===== src/rtl/mon_tx_pkg.sv =====
// Shared types for the monitor channel transmitter.
package mon_tx_pkg;

    // Transmitter phases: free, sending bytes, end-of-message idle frames.
    typedef enum logic [1:0] {
        ST_IDLE = 2'd0,
        ST_SEND = 2'd1,
        ST_EOM  = 2'd2
    } mtx_state_t;

endpackage


===== src/rtl/mon_collide.sv =====
// Per-bit collision detector for a wired-AND line.
// Does: flags any bit that was driven 1 but read back 0.
// Assumes: sent and seen belong to the same frame; en gates the check.
module mon_collide #(
    parameter int W = 8
) (
    input  logic         en,
    input  logic [W-1:0] sent,
    input  logic [W-1:0] seen,
    output logic         hit
);

    logic [W-1:0] bit_hit;

    // One comparator per bit position: a released 1 pulled low by another talker.
    for (genvar i = 0; i < W; i++) begin : g_bit
        assign bit_hit[i] = sent[i] & ~seen[i];
    end

    // Any bit counts, but only while the check is enabled.
    assign hit = en & (|bit_hit);

endmodule


===== src/rtl/mon_ack_track.sv =====
// Acknowledge tracker for one byte in flight.
// Does: watches MR for a 1-to-0 edge across frames, remembers it, counts
// frames the byte has occupied and grants the advance once both hold.
// Assumes: rx_mr is valid when tick is high; clear pulses with tick on a load.
module mon_ack_track #(
    parameter int MIN_REP = 2
) (
    input  logic clk,
    input  logic rst_n,
    input  logic tick,
    input  logic active,
    input  logic clear,
    input  logic rx_mr,
    output logic ack_ok
);

    localparam int CW = $clog2(MIN_REP + 1);

    logic          mr_prev;
    logic          ack_seen;
    logic [CW-1:0] frames;
    logic          fall;

    // Falling edge of the acknowledge between two consecutive frame samples.
    assign fall = mr_prev & ~rx_mr;

    // Advance allowed when an edge is seen (now or earlier) and the frame minimum is met.
    assign ack_ok = active & tick & (ack_seen | fall) & (frames >= CW'(MIN_REP - 1));

    // MR history, edge memory and frame count for the current byte.
    always_ff @(posedge clk) begin
        if (!rst_n) begin
            mr_prev  <= 1'b1;
            ack_seen <= 1'b0;
            frames   <= '0;
        end else if (tick) begin
            mr_prev <= rx_mr;
            if (clear || !active) begin
                ack_seen <= 1'b0;
                frames   <= '0;
            end else begin
                if (fall) begin
                    ack_seen <= 1'b1;
                end
                if (frames < CW'(MIN_REP)) begin
                    frames <= frames + 1'b1;
                end
            end
        end
    end

    // A grant never comes from an MR level that was low in both samples without a remembered edge.
    assert_no_level_ack_R3: assert property (@(posedge clk) disable iff (!rst_n)
        (tick && active && !ack_seen && !mr_prev) |-> !ack_ok);

endmodule


===== src/rtl/mon_frame_timer.sv =====
// End-of-message frame timer.
// Does: counts frame ticks while run is high and fires on the last one.
// Assumes: run stays high from entry until fire.
module mon_frame_timer #(
    parameter int FRAMES = 2
) (
    input  logic clk,
    input  logic rst_n,
    input  logic tick,
    input  logic run,
    output logic fire
);

    localparam int TW = $clog2(FRAMES + 1);

    logic [TW-1:0] cnt;

    // Fires on the tick that closes the FRAMES-th idle frame.
    assign fire = run & tick & (cnt == TW'(FRAMES - 1));

    // Frame counter, held at zero outside the end-of-message phase.
    always_ff @(posedge clk) begin
        if (!rst_n) begin
            cnt <= '0;
        end else if (!run || fire) begin
            cnt <= '0;
        end else if (tick) begin
            cnt <= cnt + 1'b1;
        end
    end

    // The timer can only fire after it has been running for at least a cycle.
    assert_timer_after_run_R7: assert property (@(posedge clk) disable iff (!rst_n)
        fire |-> $past(run));

endmodule


===== src/rtl/mon_tx.sv =====
// Monitor channel transmitter, top level.
// Does: starts a message when the line is free, repeats each byte with MX
// low until acknowledged, advances on the acknowledge edge, marks the end
// of the message with idle frames, and aborts on a per-bit collision.
// Assumes: show-ahead FIFO; all line inputs describe the frame that ends
// with frame_tick; half-duplex use only (rx_busy blocks a start).
module mon_tx
    import mon_tx_pkg::*;
#(
    parameter int DATA_W     = 8,
    parameter int MIN_REP    = 2,
    parameter int EOM_FRAMES = 2
) (
    input  logic              clk,
    input  logic              rst_n,
    input  logic              frame_tick,
    input  logic              fifo_empty,
    input  logic [DATA_W-1:0] fifo_data,
    input  logic              fifo_last,
    output logic              fifo_pop,
    input  logic              rx_mr,
    input  logic              line_mx,
    input  logic [DATA_W-1:0] line_byte,
    input  logic              rx_busy,
    output logic [DATA_W-1:0] mon_byte,
    output logic              mx_bit,
    output logic              tx_done,
    output logic              tx_collision
);

    mtx_state_t        st;
    logic [DATA_W-1:0] mon_q;
    logic              mx_q;
    logic              last_q;
    logic              done_q;
    logic              coll_q;

    logic sending;
    logic coll_hit;
    logic ack_ok;
    logic eom_fire;
    logic can_start;
    logic adv;
    logic finish;
    logic load;

    assign sending = (st == ST_SEND);

    // Collision check on the byte this block put on the line last frame.
    mon_collide #(.W(DATA_W)) u_collide (
        .en   (sending),
        .sent (mon_q),
        .seen (line_byte),
        .hit  (coll_hit)
    );

    // Acknowledge edge memory and minimum repeat count.
    mon_ack_track #(.MIN_REP(MIN_REP)) u_ack (
        .clk    (clk),
        .rst_n  (rst_n),
        .tick   (frame_tick),
        .active (sending),
        .clear  (load),
        .rx_mr  (rx_mr),
        .ack_ok (ack_ok)
    );

    // End-of-message idle frame counter.
    mon_frame_timer #(.FRAMES(EOM_FRAMES)) u_eom (
        .clk  (clk),
        .rst_n(rst_n),
        .tick (frame_tick),
        .run  (st == ST_EOM),
        .fire (eom_fire)
    );

    // Decisions for this frame boundary.
    always_comb begin
        can_start = (st == ST_IDLE) && !fifo_empty && line_mx && !rx_busy;
        adv       = sending && !coll_hit && ack_ok && !last_q && !fifo_empty;
        finish    = sending && !coll_hit && ack_ok && last_q;
        load      = (frame_tick && can_start) || adv;
    end

    assign fifo_pop     = load;
    assign mon_byte     = mon_q;
    assign mx_bit       = mx_q;
    assign tx_done      = done_q;
    assign tx_collision = coll_q;

    // Phase sequencing and output registers, updated only on frame boundaries.
    always_ff @(posedge clk) begin
        if (!rst_n) begin
            st     <= ST_IDLE;
            mon_q  <= '1;
            mx_q   <= 1'b1;
            last_q <= 1'b0;
            done_q <= 1'b0;
            coll_q <= 1'b0;
        end else if (frame_tick) begin
            case (st)
                ST_IDLE: begin
                    if (can_start) begin
                        st     <= ST_SEND;
                        mon_q  <= fifo_data;
                        last_q <= fifo_last;
                        mx_q   <= 1'b0;
                        done_q <= 1'b0;
                        coll_q <= 1'b0;
                    end
                end
                ST_SEND: begin
                    if (coll_hit) begin
                        st     <= ST_IDLE;
                        mon_q  <= '1;
                        mx_q   <= 1'b1;
                        coll_q <= 1'b1;
                    end else if (finish) begin
                        st    <= ST_EOM;
                        mon_q <= '1;
                        mx_q  <= 1'b1;
                    end else if (adv) begin
                        mon_q  <= fifo_data;
                        last_q <= fifo_last;
                    end
                end
                ST_EOM: begin
                    if (eom_fire) begin
                        st     <= ST_IDLE;
                        done_q <= 1'b1;
                    end
                end
                default: st <= ST_IDLE;
            endcase
        end
    end

    // Outputs hold between frame boundaries.
    assert_quiet_between_frames_R10: assert property (@(posedge clk) disable iff (!rst_n)
        !frame_tick |=> ($stable(mon_byte) && $stable(mx_bit)));

    // A pop only happens on a boundary with data present.
    assert_pop_needs_data_R2: assert property (@(posedge clk) disable iff (!rst_n)
        fifo_pop |-> (frame_tick && !fifo_empty));

    // A busy line or an active receive keeps the channel released.
    assert_blocked_start_R2: assert property (@(posedge clk) disable iff (!rst_n)
        (frame_tick && st == ST_IDLE && (rx_busy || !line_mx)) |=> mx_bit);

    // A granted, non-final acknowledge with data waiting moves to the next byte.
    assert_advance_pops_R5: assert property (@(posedge clk) disable iff (!rst_n)
        (ack_ok && sending && !coll_hit && !last_q && !fifo_empty) |-> fifo_pop);

    // A collision releases the line and raises the flag in the next frame.
    assert_collision_release_R8: assert property (@(posedge clk) disable iff (!rst_n)
        (frame_tick && coll_hit) |=> (mx_bit && mon_byte == '1 && tx_collision));

    // End-of-message frames keep the line released.
    assert_eom_released_R7: assert property (@(posedge clk) disable iff (!rst_n)
        (st == ST_EOM) |-> (mx_bit && mon_byte == '1));

    // The two outcome flags exclude each other.
    assert_flags_exclusive_R9: assert property (@(posedge clk) disable iff (!rst_n)
        !(tx_done && tx_collision));

endmodule


===== config.mk =====
export PLATFORM = sky130hd
export DESIGN_NAME = mon_tx
export DESIGN_NICKNAME = d
export VERILOG_FILES = /design/src/rtl/mon_tx_pkg.sv /design/src/rtl/mon_collide.sv /design/src/rtl/mon_ack_track.sv /design/src/rtl/mon_frame_timer.sv /design/src/rtl/mon_tx.sv
export SDC_FILE = /design/constraint.sdc
export NUM_CORES = 1
export LEC_CHECK = 0
export ABC_CLOCK_PERIOD_IN_PS = 3100
export BUFFER_PORTS_ARGS = -buffer_cell sky130_fd_sc_hd__buf_2
export CAP_MARGIN = 0
export CORE_MARGIN = 2
export CORE_UTILIZATION = 30
export CTS_CLUSTER_DIAMETER = 40
export CTS_CLUSTER_SIZE = 14
export DETAILED_ROUTE_END_ITERATION = 16
export GPL_TIMING_DRIVEN = 0
export PLACE_DENSITY = 0.5
export SLEW_MARGIN = 30
export SYNTH_ARGS = -nofsm -noshare
export SYNTH_HDL_FRONTEND = slang
export SYNTH_HIERARCHICAL = 1
export SYNTH_SLANG_ARGS = --single-unit
export TNS_END_PERCENT = 100

===== constraint.sdc =====
create_clock -name clk -period 3.1 [get_ports clk]
set_clock_uncertainty 0.15 [all_clocks]
set_input_delay 0.155 -clock clk [delete_from_list [all_inputs] [get_ports clk]]
set_output_delay 0.155 -clock clk [all_outputs]
set_load 0.05 [all_outputs]

==> impl_metrics.py, run 1 <==
metrics = {
    "die": {
        "die_area_sq_um": 4160,
        "start_util_pct": 32.1,
        "coreArea_sq_um": 3420,
        "fp.dieW_microns": 64.5,
        "ios": 36,
        "die_h_microns": 64.5,
        "rows": 21,
    },
    "critical_path": {
        "worstPathRequired_ns": 2.79,
        "crit_chain": "or2b_1 -> inv_1 -> nand2_1 -> nor3_4 -> or4b_1 -> o21ai_2 -> clkbuf_4",
        "crit_type": "reg -> out",
        "worstPathMaxFanout": 8,
        "cp-start-kind": "flip-flop",
        "end_kind": "output pin",
        "slowest_stage": "or4b_1",
        "path_delay_family": "simple AND/OR/NAND/NOR gates",
        "max_stage_delay_ns": 0.52,
        "crit_buf_inv": 2,
        "critPathArrivalTime_ns": 2.64,
    },
    "pwr": {
        "p_sw_uw": 234,
        "switching_share_pct": 35.4,
        "power_frac_seq_pct": 44.2,
        "ir_drop_mv": 0.172,
        "power_density_nw_per_um2": 444,
        "p_int_uw": 427,
        "power.leakage_uw": 0.000662,
        "power_uw": 661,
        "combPwrFrac_pct": 31.5,
        "clockPowerShare_pct": 24.2,
    },
    "yosys": {
        "synth-seq-cells": 20,
        "synthCells": 130,
        "async_flop_share_pct": 0,
        "synth_common_cells": "dfxtp_1 (20), a21oi_1 (16), inv_1 (15)",
        "synth.area.top_cells": "dfxtp_1 (36%), a21oi_1 (7.3%), inv_1 (5.1%)",
        "synth-edff-count": 0,
        "ys_types": 43,
        "synth_seq_area_share_pct": 36.5,
        "synth_top_area_cell": "dfxtp_1",
        "synth-warning-count": 6,
        "synth_top_area_share_pct": 36.5,
        "ys.flop_type": "dfxtp_1",
        "syn_avg_cell_area_sq_um": 8.44,
        "yosysMostFrequentCell": "dfxtp_1",
        "synthesis.area_sq_um": 1100,
        "syn-num-nets": 156,
    },
    "final_layout": {
        "antenna-diode-count": 0,
        "layout-drive-gt1-share_pct": 30.0,
        "areaGrowthSynthToFinish_pct": 35.7,
        "fin_nets": 207,
        "fillers": 376,
        "stdcell_count": 226,
    },
    "clock_network": {
        "cts_tree": "done",
        "insertion_delay_ns": 0.31,
        "clock-sinks": 20,
        "clockRootBuffer": "clkbuf_4",
        "clockBufferDepth": 2,
        "clk_pin_slew_ns": 0.12,
        "cts-buffers-inserted": 3,
        "h-tree-depth": 1,
    },
    "detailed_routing": {
        "viasPerCell": 4.99,
        "drt_wl_total_mm": 2.88,
        "first_pass_iters": 4,
        "vias": 1128,
        "first_iter_violations": 61,
        "antenna_left": 0,
        "drc": 0,
        "post_drt_wl_per_cell_microns": 12.8,
    },
    "global_routing": {
        "grt.total_usage_pct": 14.9,
        "grt_overflow_total": 0,
        "grt_max_degree": 12,
        "grt_pass1_wl_mm": 4.82,
        "grt_pass1_vias": 1045,
        "antenna_found_initial": 0,
    },
    "min_path": {
        "hp-class": "in -> reg",
    },
    "sta": {
        "period_share_pct": 95.0,
        "tightest_slew_ns": 0.716,
        "max_freq_ghz": 0.340,
        "setup_viol": 0,
        "post-route-min-period_ns": 2.95,
        "slew_violations": 0,
        "slew_headroom_pct": 51.9,
        "fin_ws_ns": 0.155,
        "final_hold_viol_count": 0,
    },
    "place": {
        "dp_slack_ns": 0.323,
        "dp.cells": 211,
        "dpl.hpwl_mm": 2.11,
        "gp_congestion": 0.804,
        "numPortBuffers": 35,
    },
    "job": {
        "maxCapViolations": 0,
    },
    "run_status": {
        "status": "finished clean",
    },
}
-- layout make-up --
| type | count | area [sq um] | area share [%] |
|---|---|---|---|
| buffer | 3 | 20.0 | 1.34 |
| clock buffer | 4 | 36.3 | 2.44 |
| inverter | 15 | 56.3 | 3.78 |
| multi-input combinational | 92 | 631 | 42.4 |
| sequential | 20 | 400 | 26.9 |
| tap | 46 | 57.6 | 3.87 |
| timing repair buffer | 46 | 288 | 19.3 |
-- worst paths after layout --
check	start	end	slack [ns]	cells past startpoint
worst max-delay path	st[0]$_SDFFE_PN0P_	fifo_pop	0.15	7
worst min register to register	u_eom/cnt[1]$_SDFFE_PP0P_	u_eom/cnt[1]$_SDFFE_PP0P_	0.33	2
worst min-delay path	rst_n	u_ack/frames[0]$_SDFFE_PN0P_	0.02	2
worst max register to register	st[0]$_SDFFE_PN0P_	u_ack/frames[1]$_SDFFE_PN0P_	0.49	9
-- sequential cells by signal, summed over array words and instances (netlist names) --
signal and flops:
u_ack/frames 2, u_ack/mr_prev 1, u_eom/cnt 2, tx_collision 1, mon_byte 8, last_q 1
u_ack/ack_seen 1, tx_done 1, mx_bit 1, st 2
-- timing repair --
action,in CTS,in global routing
setup endpoints to repair,1,1
hold buffers,11,0
setup buffers,0,0
cloned,0,0
pin swaps,0,0
gates resized for setup,1,2
hold endpoints to repair,10,0
-- power groups by stage --
stage / Combinational, uW / Sequential (uW) / Clock [uW]
after floorplan: 110 / 329 / 0
final: 208 / 292 / 160
after CTS: 208 / 293 / 166
after global routing: 229 / 296 / 177
after global placement: 193 / 297 / 0
after detailed placement: 195 / 299 / 0
-- per-stage QoR --
step	area, sq um	TNS, ns	hold slack (ns)	util [%]
after global routing	1490	-0.000324	0.0363	43.6
after CTS	1480	0	0.0197	43.4
after detailed placement	1330	0	0.241	38.9
after global placement	1330	0	0.237	38.9
final	1490	0	0.0162	43.6
after floorplan	1100	0	0.0669	-
-- worst reg2reg max path, stage by stage, from the launching register on --
cell and delay (ns):
dfxtp_1 0.46, or2b_1 0.31, inv_1 0.13, nand2_1 0.10, nor3_4 0.30, or4b_1 0.52, o21ai_2 0.22, nor2b_4 0.07
o21ai_1 0.17, nor2_1 0.07
-- cell families (layout without fill, tap and decap cells) --
logic type,Yosys count,after routing,synth area share (%)
flops,20,20,36.5
simple gates,42,42,24.3
mux,1,1,0.912
buf+inv,18,68,6.95
compound gates,47,47,29.1
fa+ha+maj,2,2,2.28
-- placed cells by master (no fill, tap or decap), types with 5 or more instances in the layout --
cell type / instances
nor4_1: 8
dlygate4sd3_1: 11
nand2b_1: 6
buf_2: 35
dfxtp_1: 20
nor2_1: 5
nand2_1: 6
o21ai_1: 10
inv_1: 15
a21oi_1: 16
-- layer usage --
layer  up-vias  routed length, microns  track usage (%)
met2        23                    1410             24.2
li1        577                       -                -
met4         0                      41             4.79
met1       523                    1290             19.8
met5         -                       0                0
met3         5                     137             2.95
Note: power is estimated with default switching activity, not from simulation.
==> run 2: changes to the inputs <==
--- a/config.mk
+++ b/config.mk
@@ -9,12 +9,12 @@
 export BUFFER_PORTS_ARGS = -buffer_cell sky130_fd_sc_hd__buf_2
 export CAP_MARGIN = 0
 export CORE_MARGIN = 2
-export CORE_UTILIZATION = 30
+export CORE_UTILIZATION = 40
 export CTS_CLUSTER_DIAMETER = 40
 export CTS_CLUSTER_SIZE = 14
 export DETAILED_ROUTE_END_ITERATION = 16
 export GPL_TIMING_DRIVEN = 0
-export PLACE_DENSITY = 0.5
+export PLACE_DENSITY = 0.64
 export SLEW_MARGIN = 30
 export SYNTH_ARGS = -nofsm -noshare
 export SYNTH_HDL_FRONTEND = slang
==> run 2 against run 1 <==
Against the previous run:
- first-iteration DRC count is 51% lower
- via count is 1.6% higher
- clock power is 23% lower
- sequential share of layout area is 0.62 points higher
- global-route usage is 2.5 points higher
- die area is 24% lower
- largest cell class unchanged
- sequential power hardly changed
- power is 5.6% lower
==> impl_metrics.py, run 2 (synthesis gave the netlist of run 1 again) <==
metrics = {
    "place": {
        "dp.cells": 195,
        "gp_congestion": 0.764,
        "dp_slack_ns": 0.354,
        "dpl.hpwl_mm": 2.01,
        "numPortBuffers": 35,
    },
    "pwr": {
        "power_frac_seq_pct": 46.9,
        "power.leakage_uw": 0.000655,
        "combPwrFrac_pct": 33.3,
        "p_sw_uw": 223,
        "p_int_uw": 401,
        "switching_share_pct": 35.8,
        "clockPowerShare_pct": 19.9,
        "power_density_nw_per_um2": 429,
        "power_uw": 624,
        "ir_drop_mv": 0.247,
    },
    "sta": {
        "fin_ws_ns": 0.183,
        "final_hold_viol_count": 0,
        "period_share_pct": 94.1,
        "fin_tns_setup_ns": 0,
        "rsz0062_at_grt": "false",
        "max_freq_ghz": 0.343,
        "setup_viol": 0,
        "tightest_slew_ns": 0.703,
        "slew_violations": 0,
        "post-route-min-period_ns": 2.92,
        "slew_headroom_pct": 52.7,
    },
    "final_layout": {
        "mostFrequentLayoutCells": "buf_2 (35), dfxtp_1 (20), a21oi_1 (16), inv_1 (15), dlygate4sd3_1 (11)",
        "largest_reg_flops": 8,
        "layout-drive-gt1-share_pct": 29.6,
        "fin_nets": 207,
        "final_util_pct": 57.2,
        "mostFrequentLayoutCell": "buf_2",
        "areaGrowthSynthToFinish_pct": 32.6,
        "antenna-diode-count": 0,
        "stdcell_count": 209,
    },
    "run_status": {
        "status": "finished clean",
    },
    "clock_network": {
        "clk_pin_slew_ns": 0.11,
        "post_cts_buffers": 0,
        "clockBufferDepth": 2,
        "clockRootBuffer": "clkbuf_4",
        "h-tree-depth": 1,
        "cts-buffers-inserted": 3,
        "insertion_delay_ns": 0.30,
        "cts_tree": "done",
        "clock-sinks": 20,
    },
    "global_routing": {
        "grt_max_degree": 12,
        "grt.total_usage_pct": 17.4,
        "grt_pass1_vias": 1051,
        "antenna_found_initial": 0,
        "grt_overflow_total": 0,
        "grt_pass1_wl_mm": 4.51,
    },
    "job": {
        "maxCapViolations": 0,
    },
    "critical_path": {
        "end_kind": "output pin",
        "cp-start-kind": "flip-flop",
        "crit_buf_inv": 2,
        "crit_type": "reg -> out",
        "path_delay_family": "simple AND/OR/NAND/NOR gates",
        "max_stage_delay_ns": 0.53,
        "worstPathRequired_ns": 2.79,
        "critPathArrivalTime_ns": 2.61,
        "slowest_stage": "or4b_1",
        "worstPathMaxFanout": 8,
        "crit_chain": "or2b_1 -> inv_1 -> nand2_1 -> nor3_4 -> or4b_1 -> o21ai_2 -> clkbuf_4",
    },
    "min_path": {
        "hp-class": "in -> reg",
    },
    "die": {
        "die_area_sq_um": 3180,
        "fp.dieW_microns": 56.4,
        "start_util_pct": 43.1,
        "ios": 36,
        "die_h_microns": 56.4,
        "coreArea_sq_um": 2540,
        "rows": 18,
    },
    "detailed_routing": {
        "first_iter_violations": 30,
        "drc": 0,
        "post_drt_wl_per_cell_microns": 13.1,
        "first_pass_iters": 4,
        "drt_wl_total_mm": 2.74,
        "vias": 1146,
        "viasPerCell": 5.48,
        "antenna_left": 0,
    },
}
run 2: cell types whose count changed in the layout (fill, tap and decap cells not counted):
cell | before | now
clkbuf_8 | 1 | 0
run 2: timing repair:
action                                 4_1_cts  5_1_grt
hold buffers                                11        0
setup endpoints to repair                    1        1
endpoints found under the hold margin       10        0
gates resized for setup                      1        2
pin swaps                                    0        0
run 2: final timing paths:
path	startpoint	slack, ns	end	cells past startpoint
max	st[0]$_SDFFE_PN0P_	0.18	fifo_pop	7
min reg2reg	u_eom/cnt[1]$_SDFFE_PP0P_	0.32	u_eom/cnt[1]$_SDFFE_PP0P_	2
max reg2reg	st[0]$_SDFFE_PN0P_	0.49	u_ack/frames[0]$_SDFFE_PN0P_	9
min	rst_n	0.03	u_ack/frames[0]$_SDFFE_PN0P_	2
run 2: metal layers:
layer	GRT usage [%]	part of all wire, %
met1	21.5	44
met2	30.6	49
met3	2.07	6.9
met4	6.46	0.62
met5	0	0
run 2: through the flow:
step | instance area [sq um] | hold WS, ns
detailed placement | 1310 | 0.246
global placement | 1310 | 0.238
floorplan | 1100 | 0.0669
global route | 1460 | 0.0464
CTS | 1450 | 0.0312
finish | 1460 | 0.0330
run 2: layout make-up:
type                       instances  area, sq um
sequential                        20          400
buffer                             3         20.0
tap                               30         37.5
multi-input combinational         92          631
timing repair buffer              46          288
inverter                          15         56.3
clock buffer                       3         22.5
fill                             231         1090
run 2: power groups by stage:
stage	clock (uW)	sequential (uW)	combinational, uW
after floorplan	0	329	110
after global placement	0	297	190
after detailed placement	0	298	194
after CTS	130	293	208
after global routing	137	295	225
final	124	293	208
